File: config.mk
export PLATFORM = sky130hd
export DESIGN_NAME = i2cs_slave
export DESIGN_NICKNAME = d
export VERILOG_FILES = /design/src/rtl/i2cs_pkg.sv /design/src/rtl/i2cs_sync.sv /design/src/rtl/i2cs_bus_evt.sv /design/src/rtl/i2cs_engine.sv /design/src/rtl/i2cs_slave.sv
export SDC_FILE = /design/constraint.sdc
export NUM_CORES = 1
export LEC_CHECK = 0
export ABC_AREA = 1
export CAP_MARGIN = 20
export CORE_MARGIN = 2
export CORE_UTILIZATION = 50
export CTS_BUF_LIST = sky130_fd_sc_hd__clkbuf_8
export DETAILED_ROUTE_END_ITERATION = 10
export DONT_BUFFER_PORTS = 1
export PLACE_DENSITY_LB_ADDON = 0.05
export RECOVER_POWER = 50
export SLEW_MARGIN = 30
export SYNTH_ARGS = -nofsm -noshare
export SYNTH_HDL_FRONTEND = slang
export SYNTH_SLANG_ARGS = --single-unit
File: constraint.sdc
create_clock -name clk -period 2 [get_ports clk]
set_input_delay 0.4 -clock clk [delete_from_list [all_inputs] [get_ports clk]]
set_output_delay 0.4 -clock clk [all_outputs]
set_load 0.01 [all_outputs]
File: src/rtl/i2cs_pkg.sv
package i2cs_pkg;
   typedef enum logic [3:0] {
      ST_IDLE,
      ST_ADDR,
      ST_ACK_ARM,
      ST_ACK_DRV,
      ST_WAIT_RX,
      ST_RX,
      ST_WAIT_TX,
      ST_TX,
      ST_TX_ACK
   } slv_state_t;
endpackage

File: src/rtl/i2cs_sync.sv
module i2cs_sync #(
   parameter int STAGES = 2,
   parameter int W      = 2
) (
   input  logic         clk,
   input  logic         rst_n,
   input  logic [W-1:0] d,
   output logic [W-1:0] q
);
   logic [W-1:0] stg [STAGES];

   always_ff @(posedge clk or negedge rst_n) begin
      if (!rst_n) stg[0] <= '1;
      else        stg[0] <= d;
   end

   for (genvar i = 1; i < STAGES; i++) begin : g_stage
      always_ff @(posedge clk or negedge rst_n) begin
         if (!rst_n) stg[i] <= '1;
         else        stg[i] <= stg[i-1];
      end
   end

   assign q = stg[STAGES-1];
endmodule

File: src/rtl/i2cs_bus_evt.sv
module i2cs_bus_evt (
   input  logic clk,
   input  logic rst_n,
   input  logic scl_s,
   input  logic sda_s,
   output logic scl_rise,
   output logic scl_fall,
   output logic start_evt,
   output logic stop_evt
);
   logic scl_p, sda_p;

   always_ff @(posedge clk or negedge rst_n) begin
      if (!rst_n) begin
         scl_p <= 1'b1;
         sda_p <= 1'b1;
      end else begin
         scl_p <= scl_s;
         sda_p <= sda_s;
      end
   end

   assign scl_rise  = scl_s & ~scl_p;
   assign scl_fall  = ~scl_s & scl_p;
   assign start_evt = scl_s & scl_p & sda_p & ~sda_s;
   assign stop_evt  = scl_s & scl_p & ~sda_p & sda_s;
endmodule

File: src/rtl/i2cs_engine.sv
module i2cs_engine
   import i2cs_pkg::*;
#(
   parameter int ADDR_W = 7,
   parameter int DATA_W = 8
) (
   input  logic              clk,
   input  logic              rst_n,
   input  logic              scl_rise,
   input  logic              scl_fall,
   input  logic              start_evt,
   input  logic              stop_evt,
   input  logic              sda_s,
   input  logic [ADDR_W-1:0] own_addr,
   input  logic              tx_nak,
   input  logic              host_wr,
   input  logic [DATA_W-1:0] host_wdata,
   input  logic              host_rd,
   output logic [DATA_W-1:0] host_rdata,
   output logic              irq,
   output logic              addr_hit,
   output logic              dir_rd,
   output logic              rx_nack,
   output logic              scl_oe,
   output logic              sda_oe
);
   localparam int                CNT_W     = $clog2(DATA_W);
   localparam logic [CNT_W-1:0]  ADDR_LAST = CNT_W'(ADDR_W);
   localparam logic [CNT_W-1:0]  DATA_LAST = CNT_W'(DATA_W - 1);

   slv_state_t        state;
   logic [CNT_W-1:0]  cnt;
   logic [DATA_W-1:0] shreg;
   logic [DATA_W-1:0] full;
   logic              ack_low;
   logic              match;

   assign full  = {shreg[DATA_W-2:0], sda_s};
   assign match = (full[ADDR_W:1] == own_addr);

   always_ff @(posedge clk or negedge rst_n) begin
      if (!rst_n) begin
         state      <= ST_IDLE;
         cnt        <= '0;
         shreg      <= '0;
         ack_low    <= 1'b0;
         host_rdata <= '0;
         irq        <= 1'b0;
         addr_hit   <= 1'b0;
         dir_rd     <= 1'b0;
         rx_nack    <= 1'b0;
         scl_oe     <= 1'b0;
         sda_oe     <= 1'b0;
      end else begin
         if (host_rd || host_wr) irq <= 1'b0;
         if (host_wr) host_rdata <= host_wdata;
         if (start_evt) begin
            state  <= ST_ADDR;
            cnt    <= '0;
            scl_oe <= 1'b0;
            sda_oe <= 1'b0;
         end else if (stop_evt) begin
            state    <= ST_IDLE;
            scl_oe   <= 1'b0;
            sda_oe   <= 1'b0;
            addr_hit <= 1'b0;
         end else begin
            unique case (state)
               ST_ADDR: if (scl_rise) begin
                  shreg <= full;
                  if (cnt == ADDR_LAST) begin
                     if (match) begin
                        addr_hit <= 1'b1;
                        dir_rd   <= full[0];
                        irq      <= 1'b1;
                        ack_low  <= 1'b1;
                        state    <= ST_ACK_ARM;
                     end else begin
                        addr_hit <= 1'b0;
                        state    <= ST_IDLE;
                     end
                  end else begin
                     cnt <= cnt + 1'b1;
                  end
               end
               ST_ACK_ARM: if (scl_fall) begin
                  sda_oe <= ack_low;
                  state  <= ST_ACK_DRV;
               end
               ST_ACK_DRV: if (scl_fall) begin
                  sda_oe <= 1'b0;
                  scl_oe <= 1'b1;
                  state  <= dir_rd ? ST_WAIT_TX : ST_WAIT_RX;
               end
               ST_WAIT_RX: if (host_rd) begin
                  scl_oe <= 1'b0;
                  cnt    <= '0;
                  state  <= ST_RX;
               end
               ST_RX: if (scl_rise) begin
                  shreg <= full;
                  if (cnt == DATA_LAST) begin
                     host_rdata <= full;
                     irq        <= 1'b1;
                     addr_hit   <= 1'b0;
                     ack_low    <= ~tx_nak;
                     state      <= ST_ACK_ARM;
                  end else begin
                     cnt <= cnt + 1'b1;
                  end
               end
               ST_WAIT_TX: if (host_wr) begin
                  shreg  <= host_wdata;
                  sda_oe <= ~host_wdata[DATA_W-1];
                  scl_oe <= 1'b0;
                  cnt    <= '0;
                  state  <= ST_TX;
               end
               ST_TX: if (scl_fall) begin
                  if (cnt == DATA_LAST) begin
                     sda_oe <= 1'b0;
                     state  <= ST_TX_ACK;
                  end else begin
                     sda_oe <= ~shreg[DATA_W-2];
                     shreg  <= shreg << 1;
                     cnt    <= cnt + 1'b1;
                  end
               end
               ST_TX_ACK: begin
                  if (scl_rise) begin
                     rx_nack  <= sda_s;
                     irq      <= 1'b1;
                     addr_hit <= 1'b0;
                  end
                  if (scl_fall) begin
                     if (rx_nack) begin
                        state <= ST_IDLE;
                     end else begin
                        scl_oe <= 1'b1;
                        state  <= ST_WAIT_TX;
                     end
                  end
               end
               default: ;
            endcase
         end
      end
   end
endmodule

File: src/rtl/i2cs_slave.sv
module i2cs_slave #(
   parameter int ADDR_W      = 7,
   parameter int DATA_W      = 8,
   parameter int SYNC_STAGES = 2
) (
   input  logic              clk,
   input  logic              rst_n,
   input  logic              scl_in,
   input  logic              sda_in,
   output logic              scl_oe,
   output logic              sda_oe,
   input  logic [ADDR_W-1:0] own_addr,
   input  logic              tx_nak,
   input  logic              host_wr,
   input  logic [DATA_W-1:0] host_wdata,
   input  logic              host_rd,
   output logic [DATA_W-1:0] host_rdata,
   output logic              irq,
   output logic              addr_hit,
   output logic              dir_rd,
   output logic              rx_nack
);
   if (SYNC_STAGES < 2) begin : g_bad_sync
      $error("i2cs_slave: SYNC_STAGES must be at least 2");
   end
   if (ADDR_W + 1 > DATA_W) begin : g_bad_addr
      $error("i2cs_slave: address plus direction bit must fit in DATA_W");
   end
   if (DATA_W < 2) begin : g_bad_data
      $error("i2cs_slave: DATA_W must be at least 2");
   end

   logic [1:0] lines_s;
   logic       scl_s, sda_s;
   logic       scl_rise, scl_fall, start_evt, stop_evt;

   i2cs_sync #(.STAGES(SYNC_STAGES), .W(2)) u_sync (
      .clk   (clk),
      .rst_n (rst_n),
      .d     ({scl_in, sda_in}),
      .q     (lines_s)
   );
   assign scl_s = lines_s[1];
   assign sda_s = lines_s[0];

   i2cs_bus_evt u_evt (
      .clk       (clk),
      .rst_n     (rst_n),
      .scl_s     (scl_s),
      .sda_s     (sda_s),
      .scl_rise  (scl_rise),
      .scl_fall  (scl_fall),
      .start_evt (start_evt),
      .stop_evt  (stop_evt)
   );

   i2cs_engine #(.ADDR_W(ADDR_W), .DATA_W(DATA_W)) u_eng (
      .clk        (clk),
      .rst_n      (rst_n),
      .scl_rise   (scl_rise),
      .scl_fall   (scl_fall),
      .start_evt  (start_evt),
      .stop_evt   (stop_evt),
      .sda_s      (sda_s),
      .own_addr   (own_addr),
      .tx_nak     (tx_nak),
      .host_wr    (host_wr),
      .host_wdata (host_wdata),
      .host_rd    (host_rd),
      .host_rdata (host_rdata),
      .irq        (irq),
      .addr_hit   (addr_hit),
      .dir_rd     (dir_rd),
      .rx_nack    (rx_nack),
      .scl_oe     (scl_oe),
      .sda_oe     (sda_oe)
   );
endmodule

After elaboration in Yosys (flattened, before gate mapping)
Cells that the tools add are included.

Logic and storage cells: 167. Output and inout bits: 14. Register bits after elaboration: 35. Bits of input ports: 22.

Multiplexer cells: 76. $add $sub $neg: 1. Reductions and logical operators: 18. Bitwise gates (word level): 16. Equal/unequal tests: 41.

Operator list (number): 4-bit 2-to-1 mux (13); 8-bit 2-to-1 mux (6); 4-bit != test (second input constant) (9); 1-bit 2-to-1 mux (35); 4-bit one-hot mux with 8 select lines (1); 7-bit 2-to-1 mux (4); 3-bit 2-to-1 mux (8); 7-bit one-hot mux with 3 select lines (1); 3-bit != test (second input constant) (6); 6-bit AND reduction (3); 4-bit by 3-bit == test with 1-bit output (second input constant) (4); 7-bit AND reduction (2); 2-bit != test (second input constant) (6); 4-bit by 3-bit != test with 1-bit output (second input constant) (3); 3-bit one-hot mux with 4 select lines (1); 12-bit AND reduction (1); 6-bit nonzero test (2); 10-bit nonzero test (1); 1-bit inverter (9); 4-bit by 2-bit == test with 1-bit output (second input constant) (2); 2-bit by 1-bit != test with 1-bit output (second input constant) (4); 1-bit one-hot mux with 4 select lines (2); 8-bit AND reduction (1); 1-bit bitwise AND (7); 18 further kinds (21).

Longest topological paths before layout
Depth in word-level cells: 8. Gate-level depth with buffers: 12. Depth with buffers taken out: 12.

Hierarchy
A second synthesis with hierarchy kept.

Cell total of the unflattened synthesis: 306. Area, all modules: 2207.1 sq um.

By module, submodules not included: i2cs_engine (area each 1993.2 sq um, cells an instance 287, seq. area each 725.7 sq um, instances 1); i2cs_sync (area each 120.1 sq um, cells an instance 6, seq. area each 105.1 sq um, instances 1); i2cs_bus_evt (area each 93.8 sq um, cells an instance 13, seq. area each 52.6 sq um, instances 1).

Worst setup path after synthesis
OpenSTA, ideal clock, no wires.

Path kind: register -> register. Start point: register u_eng.cnt[0]. End point: register u_eng.shreg[2]. Clock period less this slack: 1.635 ns. Stages on the path, launching flop included: 10. Data arrival time: 1.511 ns. Setup time: 0.123 ns. Path buffers: 1. Required time: 1.877 ns. Setup slack: 0.365 ns. Cells stage by stage: dfrtp_1 > ha_1 > ha_1 > inv_1 > a21oi_2 > nor2_1 > o211ai_2 > buf_8 > nand2_2 > o21ai_2.

Word-level cells in the longest chain between the ends: 3.

RTL lines: start: declaration (line i2cs_engine.sv:32) `logic [CNT_W-1:0] cnt;`; start signal: assignment (line i2cs_engine.sv:83) `cnt <= cnt + 1'b1;`; start signal: assignment (line i2cs_engine.sv:109) `cnt <= cnt + 1'b1;`; start signal: assignment (line i2cs_engine.sv:126) `cnt <= cnt + 1'b1;`; 3-bit == test (line i2cs_engine.sv:120) `if (cnt == DATA_LAST) begin`; 2-bit != test (no line); 7-bit AND reduction (no line); end signal: assignment (line i2cs_engine.sv:101) `shreg <= full;`; end signal: assignment (line i2cs_engine.sv:113) `shreg <= host_wdata;`; end signal: assignment (line i2cs_engine.sv:125) `shreg <= shreg << 1;`; end: declaration (line i2cs_engine.sv:33) `logic [DATA_W-1:0] shreg;`.

No other way between the ends. A chain may end at the register's enable or synchronous reset.

Worst setup path in the final report
Start point: register u_eng.cnt[0]. End point: register u_eng.shreg[0].

The elaborated chain is that of the path after synthesis.

==> impl_metrics.csv <==
group,metric,value,unit
pwr,vdd_drop_max,0.470,mV
status,status,"finished, final reports clean",
worst_setup_path,crit_chain,"ha_1, ha_1, inv_1, a21oi_2, nor2_1, o211ai_4, nand2_1, o21ai_2",
global_route,grt_overflow,0,
worst_setup_path,reg2reg_setup_slack,0.19,ns
place,dp_hpwl,4080,um
cells_and_area,layout-area-overhead-vs-synth,7.36,%
global_route,first_global_vias,2067,
pwr,power,2160,uW
place,port_buffers,0,
floorplanning,coreArea,4380,um2
cells_and_area,finalCoreUtilization,56.2,%
routing,ant_nets,0,
global_route,grt_first_pass_wirelength,9540,um
global_route,antenna_found_initial,0,
worst_setup_path,critPathMostFrequentCell,"ha_1",
synth,synth_edf_count,0,
routing,vias_per_cell,5.36,
routing,drtIter0Drc,198,
worst_setup_path,path_max_fanout,14,
routing,via_count,2035,
floorplanning,initial_core_util,52.3,%
synth,syn_area_per_cell,7.14,um2
floorplanning,io_pins,36,
clock_network,clk_path_buf_depth,2,
synth,syn_area,2290,um2
synth,synth_top_cell_by_area,"dfrtp_1",
flow_run,drv_cap,0,
floorplanning,rows,24,
synth,ys_warn_count,0,
cells_and_area,fillCellCount,434,
clock_network,cts_tree,"built",
worst_setup_path,start_kind,"flop",
floorplanning,dieArea,5140,um2
clock_network,cts_max_level,2,
routing,postRouteWirelength,5390,um
floorplanning,die_x,71.7,um
clock_network,cts_root_buf,"clkbuf_8",
cells_and_area,drive_above_1_share,18.6,%
cells_and_area,diodes,0,
sta,hold_violations,0,
sta,period_minus_slack,1.81,ns
routing,dr.pass1.iters,6,
sta,tightest_slew,0.860,ns
synth,ys_ff_latch,35,
synth,yosysMostFrequentCell,"nand2_1",
clock_network,clock_sinks,35,
place,place_congestion,0.920,
sta,skew,0.0160,ns
clock_network,path_clk_slew,0.07,ns
synth,synth_top_area_share,31.6,%
routing,wire_per_inst,14.2,um
sta,tns,0,ns
sta,fmax,554,MHz
synth,synth_cell_type_count,31,
worst_setup_path,required,2.17,ns
worst_setup_path,endpoint_kind,"flop",
pwr,p_leak,0.00129,uW
sta,fin_crit_sh,90.3,%
worst_setup_path,crit_path_max_incr_delay,0.39,ns
synth,async_flop_share,100,%
worst_setup_path,critPathSlowestCell,"dfrtp_1",
sta,rsz0062_at_grt,"no",
floorplanning,chipHeight,71.7,um
pwr,pwr_density_cell,877,nW/um2
synth,synth.net_count,345,
clock_network,cts-buffers-inserted,5,
synth,yosys-top-cells-count,"nand2_1 (98), nor2_1 (37), dfrtp_1 (29), inv_1 (29), nand3_1 (22)",
routing,route.detailed.drc,0,
global_route,grt_max_degree,36,
sta,slew_violations,0,
cells_and_area,nets,351,
worst_setup_path,arrival,1.97,ns
sta,slew_headroom,42.7,%
sta,setup_viol,0,
clock_network,clkLatencyLatePin,0.30,ns
synth,synthCells,321,
worst_setup_path,worstSetupPathType,"reg -> reg",
global_route,grt_usage,24.1,%
synth,ys_seq_area_share,38.5,%
synth,synth_area_leaders,"dfrtp_1 (32%), nand2_1 (16%), dfstp_2 (6.9%)",
min_path,hp-class,"in -> reg",
synth,synth_flop_cell,"dfrtp_1",
path summary, 6_finish.rpt:
path / from / depth (start not counted) / end
worst max-delay path: u_eng.cnt[0]$_DFFE_PN0P_ / 8 / u_eng.shreg[0]$_DFFE_PN0P_
worst min-delay path: sda_in / 0 / u_sync.stg[2]$_DFF_PN1_
worst max register to register: u_eng.cnt[0]$_DFFE_PN0P_ / 8 / u_eng.shreg[0]$_DFFE_PN0P_
worst min register to register: u_sync.stg[2]$_DFF_PN1_ / 0 / u_sync.q[0]$_DFF_PN1_
max in group asynchronous: rst_n / 2 / u_eng.cnt[0]$_DFFE_PN0P_
min in group asynchronous: rst_n / 2 / u_eng.sda_oe$_DFFE_PN0P_
where the power goes:
part           internal (uW)  switching, uW  leakage [uW]
logic                    238            396      0.000793
registers                820            134      0.000445
clock network            309            263     0.0000557
metal layers:
metal  up-vias  track usage (%)  wire [um]
li1       1042                -          -
met1       923             33.3       2620
met2        60             37.2       2350
met3        10             5.06        310
met4         0             8.81        107
met5         -                0          0
state kept, by name, summed over array words and instances, names as in the netlist:
signal and count:
u_eng.ack_low 1, u_eng.addr_hit 1, u_eng.cnt 3, u_eng.dir_rd 1, u_eng.host_rdata 8, u_eng.irq 1, u_eng.rx_nack 1, u_eng.scl_oe 1
u_eng.sda_oe 1, u_eng.shreg 7, u_eng.state 4, u_evt.scl_p 1, u_evt.sda_p 1, u_sync.q 2, u_sync.stg 2
metrics by stage:
step	setup slack [ns]	instance area, um2	hold WS [ns]	instances
after detailed placement	0.0763	2340	0.105	370
after floorplan	0.365	2290	0.104	321
after global placement	0.123	2340	0.105	370
after CTS	0.0770	2470	0.0968	380
after global routing	0.00522	2460	0.0881	380
final	0.194	2460	0.108	380
placed cells by master (no fill, tap or decap), types with 8 or more instances in the layout:
master / synthesis / routed
a31oi_1: 8 / 8
dfrtp_1: 29 / 29
inv_1: 29 / 30
inv_2: 8 / 8
nand2_1: 98 / 98
nand2_2: 13 / 13
nand3_1: 22 / 22
nor2_1: 37 / 37
o21ai_0: 14 / 14
layout make-up:
class | count | area (um2) | area share [%]
well taps | 52 | 65.1 | 2.64
multi-input cells | 243 | 1240 | 50.2
inverters | 38 | 148 | 6.00
repair buffers | 4 | 30.0 | 1.22
flip-flops and latches | 35 | 883 | 35.9
clock inverters | 1 | 3.75 | 0.152
clock buffers | 7 | 96.3 | 3.91
what timing repair did:
item                                    in CTS  in global routing
gates resized for setup                      0                  1
endpoints found under the setup margin       0                  7
hold buffers                                 2                  0
endpoints found under the hold margin       35                  0
buffers inserted                             0                  0
cells by family after synthesis:
group,synth area share [%]
muxes,1.75
xor gates and xnor gates,1.53
buffers and inverters,7.96
and+or+nand+nor,37.7
AOI/OAI and AO/OA,11.5
adders and majority gates,1.09
DFF,38.5
critical path, delay by kind of cell (launching register included):
family | cells | cell delay [ns]
adders and majority gates | 2 | 0.43
buffers and inverters | 1 | 0.17
DFF | 1 | 0.39
and+or+nand+nor | 2 | 0.33
AOI/OAI and AO/OA | 3 | 0.35
Power figures use the tool's default switching activity.
